`config.mk`:
```
export PLATFORM = sky130hd
export DESIGN_NAME = interval_stream_decoder
export DESIGN_NICKNAME = d
export VERILOG_FILES = /design/src/rtl/ivd_pkg.sv /design/src/rtl/ivd_classify.sv /design/src/rtl/ivd_accum.sv /design/src/rtl/ivd_outreg.sv /design/src/rtl/interval_stream_decoder.sv
export SDC_FILE = /design/constraint.sdc
export NUM_CORES = 1
export LEC_CHECK = 0
export ABC_AREA = 1
export BUFFER_PORTS_ARGS = -buffer_cell sky130_fd_sc_hd__clkbuf_2
export CORE_ASPECT_RATIO = 1.4
export CORE_UTILIZATION = 30
export CTS_CLUSTER_SIZE = 20
export DETAILED_ROUTE_END_ITERATION = 12
export RECOVER_POWER = 25
export SLEW_MARGIN = 15
export SYNTH_ARGS = -nofsm -noshare
export SYNTH_HDL_FRONTEND = slang
export SYNTH_SLANG_ARGS = --single-unit
```
`constraint.sdc`:
```
create_clock -name clk -period 2.3 [get_ports clk]
set_input_delay 0 -clock clk [delete_from_list [all_inputs] [get_ports clk]]
set_output_delay 0 -clock clk [all_outputs]
set_load 0.1 [all_outputs]
```
`src/rtl/ivd_pkg.sv`:
```
package ivd_pkg;

   // Role of one stream byte once its count field is examined
   typedef enum logic {
      BK_CLOSE = 1'b0,
      BK_MARK  = 1'b1
   } byte_kind_e;

   // Decoded view of one stream byte
   typedef struct packed {
      byte_kind_e kind;
      logic       flag;
   } byte_info_t;

endpackage

```
`src/rtl/ivd_classify.sv`:
```
module ivd_classify
   import ivd_pkg::*;
#(
   parameter int BYTE_W = 8
) (
   input  logic [BYTE_W-1:0] byte_in,
   output byte_info_t        info,
   output logic [BYTE_W-2:0] count
);

   localparam int CNT_W = BYTE_W - 1;

   generate
      if (BYTE_W < 2) begin : g_bad_width
         $error("ivd_classify: BYTE_W must be at least 2");
      end
   endgenerate

   always_comb begin
      count     = byte_in[CNT_W-1:0];
      info.flag = byte_in[BYTE_W-1];
      info.kind = (count == '0) ? BK_MARK : BK_CLOSE;
   end

endmodule

```
`src/rtl/ivd_accum.sv`:
```
module ivd_accum
   import ivd_pkg::*;
#(
   parameter int IVAL_W = 16,
   parameter int BYTE_W = 8
) (
   input  logic              clk,
   input  logic              rst_n,
   input  logic              fire,
   input  byte_kind_e        kind,
   input  logic [BYTE_W-2:0] count,
   output logic [IVAL_W-1:0] value,
   output logic              err
);

   localparam int CNT_W = BYTE_W - 1;
   localparam int SUM_W = IVAL_W + 1;
   localparam logic [SUM_W-1:0] STEP = SUM_W'(1) << CNT_W;
   localparam logic [IVAL_W-1:0] TOP = '1;

   logic [IVAL_W-1:0] carry_q;
   logic [SUM_W-1:0]  addend;
   logic [SUM_W-1:0]  sum_w;
   logic              ovf;

   generate
      if (IVAL_W <= CNT_W) begin : g_bad_width
         $error("ivd_accum: IVAL_W must exceed the count field width");
      end
   endgenerate

   always_comb begin
      addend = (kind == BK_MARK) ? STEP : SUM_W'(count);
      sum_w  = {1'b0, carry_q} + addend;
      ovf    = sum_w[IVAL_W];
      value  = ovf ? TOP : sum_w[IVAL_W-1:0];
   end

   always_ff @(posedge clk or negedge rst_n) begin
      if (!rst_n) begin
         carry_q <= '0;
         err     <= 1'b0;
      end else if (fire) begin
         if (kind == BK_MARK) begin
            carry_q <= value;
         end else begin
            carry_q <= '0;
         end
         if (ovf) begin
            err <= 1'b1;
         end
      end
   end

endmodule

```
`src/rtl/ivd_outreg.sv`:
```
module ivd_outreg #(
   parameter int IVAL_W = 16
) (
   input  logic              clk,
   input  logic              rst_n,
   input  logic              load,
   input  logic [IVAL_W-1:0] ld_data,
   input  logic              ld_flag,
   input  logic              take,
   output logic              valid,
   output logic [IVAL_W-1:0] data,
   output logic              flag,
   output logic              stall
);

   assign stall = valid & ~take;

   always_ff @(posedge clk or negedge rst_n) begin
      if (!rst_n) begin
         valid <= 1'b0;
         data  <= '0;
         flag  <= 1'b0;
      end else begin
         if (load) begin
            valid <= 1'b1;
            data  <= ld_data;
            flag  <= ld_flag;
         end else if (take) begin
            valid <= 1'b0;
         end
      end
   end

endmodule

```
`src/rtl/interval_stream_decoder.sv`:
```
module interval_stream_decoder
   import ivd_pkg::*;
#(
   parameter int IVAL_W = 16,
   parameter int BYTE_W = 8
) (
   input  logic              clk,
   input  logic              rst_n,
   input  logic              in_valid,
   output logic              in_ready,
   input  logic [BYTE_W-1:0] in_byte,
   output logic              out_valid,
   input  logic              out_ready,
   output logic [IVAL_W-1:0] out_data,
   output logic              out_flag,
   output logic              err
);

   localparam int CNT_W = BYTE_W - 1;

   generate
      if (IVAL_W < 16) begin : g_narrow_out
         $error("interval_stream_decoder: IVAL_W must be at least 16");
      end
   endgenerate

   byte_info_t        info;
   logic [CNT_W-1:0]  count;
   logic              fire;
   logic              stall;
   logic [IVAL_W-1:0] acc_value;

   assign in_ready = ~stall;
   assign fire     = in_valid & in_ready;

   ivd_classify #(.BYTE_W(BYTE_W)) u_classify (
      .byte_in (in_byte),
      .info    (info),
      .count   (count)
   );

   ivd_accum #(.IVAL_W(IVAL_W), .BYTE_W(BYTE_W)) u_accum (
      .clk   (clk),
      .rst_n (rst_n),
      .fire  (fire),
      .kind  (info.kind),
      .count (count),
      .value (acc_value),
      .err   (err)
   );

   ivd_outreg #(.IVAL_W(IVAL_W)) u_outreg (
      .clk     (clk),
      .rst_n   (rst_n),
      .load    (fire & (info.kind == BK_CLOSE)),
      .ld_data (acc_value),
      .ld_flag (info.flag),
      .take    (out_ready),
      .valid   (out_valid),
      .data    (out_data),
      .flag    (out_flag),
      .stall   (stall)
   );

endmodule

```
==> key figures <==
Pwr
  • PD cells: approximately 610 nW/um2
  • P_int: 1.02 mW
  • Combinational Power Share: 20.7%
  • P_sw: 0.536 mW
  • P_leak: 1.57 nW
  • Net Sw Frac: 34.5%
  • Seq pwr share: 42.0%
  • Clock power frac: 37.3%
  • Maximum vdd drop: 0.254 mV

Synthesis
  • Syn avg cell area: just over 7 um2
  • Simple logic cell fraction of the synthesized area: 39.5%
  • Post-synthesis instance area: 2180 um2
  • Adder-cell share of the synthesized area: 5.52%
  • Post-synthesis cell count: 304
  • Library cells used by synthesis: 28
  • Syn_nets: 325
  • Sequential area share after synthesis: around two fifths
  • Synth Area in XOR/XNOR: under 10%
  • Mux contribution to synthesized area: 0%
  • Syn. warnings: 0
  • Number of synthesized register bits: 35
  • Compound-Gate Fraction of Synth Area: 2.88%
  • Combinational family with the most area after synthesis: simple AND/OR/NAND/NOR gates

Critical path
  • Critical path required time: 2480 ps
  • Type of the worst setup path: reg2reg
  • CP Cell Sequence: ha_1 -> fa_1 -> nand2_1 -> nand3_1 -> nand4_2 -> nand2_2 -> nand3b_4 -> nand3_2 -> nand2_1 -> nand2_1
  • Crit start category: flip-flop
  • Critical Path AT: approximately 2300 ps
  • Most frequent CP cell: nand2_1
  • Crit end category: flip-flop
  • Largest stage delay, worst path: ~400 ps
  • R2R Setup Slk: about 170 ps
  • CP max-delay cell: dfrtp_1
  • Critical path fanouts, max: 21

Clock network
  • CTS max path bufs: 2
  • H-tree lvl count: 2
  • Post-cts sizing count: 0
  • Skew-Pair Late Insertion Delay: 290 ps
  • CTS sink count: 35
  • Clock buffer count from CTS: 5
  • CTS tree: done
  • Clock transition at the registers of the reported paths: 80 ps
  • Root Driver: clkbuf_8

Placement
  • Count of input and output buffers: 31
  • Gpl congestion: 0.823
  • Final HPWL DP: 3810 um
  • Placed Cells: between 400 and 500
  • Post-Place Cell Area: 2420 um2

Die
  • Top-Level Pins: 32
  • Vert. Die Dim: 103 um
  • Die Wd: 74.0 um
  • Initial core utilization: 31.2%
  • Core area: ~7000 um2
  • Die Area: 7600 um2
  • FP Rows: 36

STA
  • TNS Setup: 0 ps
  • Slew margin rel.: 22.9%
  • Fin crit share: just over 90%
  • Endpoints failing setup: 0
  • Slew Limit Fails: 0
  • Fin crit period: ~2100 ps
  • Fmax: around 470 MHz
  • Fin. Hold Viols: 0
  • Clock skew: 7.84 ps
  • Least-Margin Pin Slew: 1160 ps
  • Unrepaired setup endpoints after global routing: false

Detailed routing
  • WL met3: 157 um
  • Post-DRT Antenna Nets: 0
  • Drt pass-1 iters: 4
  • Post-Route M1 WL: roughly 2300 um
  • Highest Signal Layer: met4
  • Average vias per placed instance: 4.46
  • Final WL: roughly 5200 um
  • DRC violations left: 0
  • DRT iter0 DRCs: slightly below 70
  • Avg WL per Cell: 12.0 um
  • Met2 wire len: ~2700 um
  • Via count: 1931

Global routing
  • GR Overflow Total: 0
  • GR Util All Layers: 14.8%
  • Antenna violations before repair: 0
  • Largest net degree at the start of global routing: 36
  • Global-route wire length before repair: 8560 um
  • Vias in the first global route: 1819

Flow run
  • Max_cap viols: 0

Min path
  • HP Class: in2reg

Finish
  • Fillers: between 700 and 800
  • Area delta synth->final: 17.5%
  • Most frequent cells in the layout: nand2_1 (140), inv_1 (36), dfrtp_1 (34)
  • Layout Cells excl Fill: 433
  • Commonest non-fill, non-tap cell in the layout: nand2_1
  • Share of cells above drive strength 1: 18.9%
  • Diode count: 0
  • Design Area, Final: around 2600 um2
  • Nets: around 360

Outcome
  • Status: finished clean
-- cell type report --
class	count	area, um2	share of cell area, %
Tap cell	95	119	4.65
Timing Repair Buffer	37	206	8.07
Clock inverter	3	43.8	1.71
Sequential cell	35	877	34.3
Clock buffer	5	68.8	2.69
Multi-Input combinational cell	217	1090	42.6
Inverter	41	154	6.02
-- per-stage QoR --
| stage | worst slack (ps) | utilization, % | hold WS (ps) | power, mW |
|---|---|---|---|---|
| 2_1_floorplan | 293 | - | -296 | 0.914 |
| 3_3_place_gp | 231 | 34.6 | 175 | 0.983 |
| 3_5_place_dp | 167 | 34.6 | 180 | 0.985 |
| 4_1_cts | 141 | 36.6 | 155 | 1.57 |
| 5_1_grt | 40.2 | 36.6 | 186 | 1.62 |
| 6_report | 168 | 36.6 | 161 | 1.55 |
-- metal layers --
layer	GRT usage [%]	up-vias
met3	3.23	4
met4	3.25	0
met1	17.5	897
met2	26.9	33
met5	0	-
li1	-	997
-- cell families after synthesis --
| group | after synthesis |
|---|---|
| AO/OA/AOI/OAI | 10 |
| XOR/XNOR | 5 |
| adder cells (fa/ha/maj) | 9 |
| buffers and inverters | 52 |
| flip-flops | 35 |
| AND/OR/NAND/NOR | 193 |
-- Yosys cell counts (all sizes together) --
| library cell | instances | area share (%) |
|---|---|---|
| a31oi | 5 | 1.4 |
| fa | 1 | 0.92 |
| buf | 6 | 1.9 |
| inv | 39 | 6.7 |
| clkinv | 2 | 0.35 |
| o21bai | 1 | 0.35 |
| nor2 | 13 | 2.6 |
| xor2 | 3 | 1.2 |
| nand4 | 4 | 1.4 |
| a21oi | 4 | 1.1 |
| clkbuf | 5 | 0.86 |
| or2 | 1 | 0.29 |
| xnor2 | 2 | 0.81 |
| dfrtp | 35 | 40 |
| nor3 | 4 | 1.4 |
| nand2 | 145 | 25 |
| ha | 8 | 4.6 |
| nand3b | 1 | 0.92 |
| nand3 | 25 | 7.4 |
-- path summary, 6_finish.rpt --
check / startpoint / endpoint / cells after the start
worst max-delay path: u_accum.carry_q[0]$_DFFE_PN0P_ / u_outreg.data[5]$_DFFE_PN0P_ / 10
worst min-delay path: in_byte[0] / u_accum.carry_q[0]$_DFFE_PN0P_ / 6
worst max register to register: u_accum.carry_q[0]$_DFFE_PN0P_ / u_outreg.data[5]$_DFFE_PN0P_ / 10
worst min register to register: u_accum.err$_DFFE_PN0P_ / u_accum.err$_DFFE_PN0P_ / 1
max in group asynchronous: rst_n / u_outreg.valid$_DFFE_PN0P_ / 2
min in group asynchronous: rst_n / u_accum.carry_q[2]$_DFFE_PN0P_ / 2
-- registers in the layout, indices dropped and copies added, names as in the netlist --
register / flops
u_outreg.data: 16
u_accum.carry_q: 16
u_outreg.flag: 1
u_accum.err: 1
u_outreg.valid: 1
-- critical path: cells and delay by family (launching register included) --
kind                       cells  cell delay (ps)
and+or+nand+nor                8              980
adders and majority gates      2              630
DFF                            1              400
-- what timing repair did --
action | 4_1_cts | 5_1_grt
hold buffers | 3 | 0
buffers inserted | 0 | 0
endpoints found under the hold margin | 37 | 0
-- power groups by stage --
| stage | clock [mW] | sequential, mW | combinational, mW |
|---|---|---|---|
| 2_1_floorplan | 0 | 0.830 | 0.0839 |
| 4_1_cts | 0.594 | 0.652 | 0.325 |
| 5_1_grt | 0.621 | 0.656 | 0.343 |
| 3_3_place_gp | 0 | 0.663 | 0.321 |
| 6_report | 0.579 | 0.651 | 0.321 |
| 3_5_place_dp | 0 | 0.664 | 0.321 |
(Power assumes the default switching activity.)
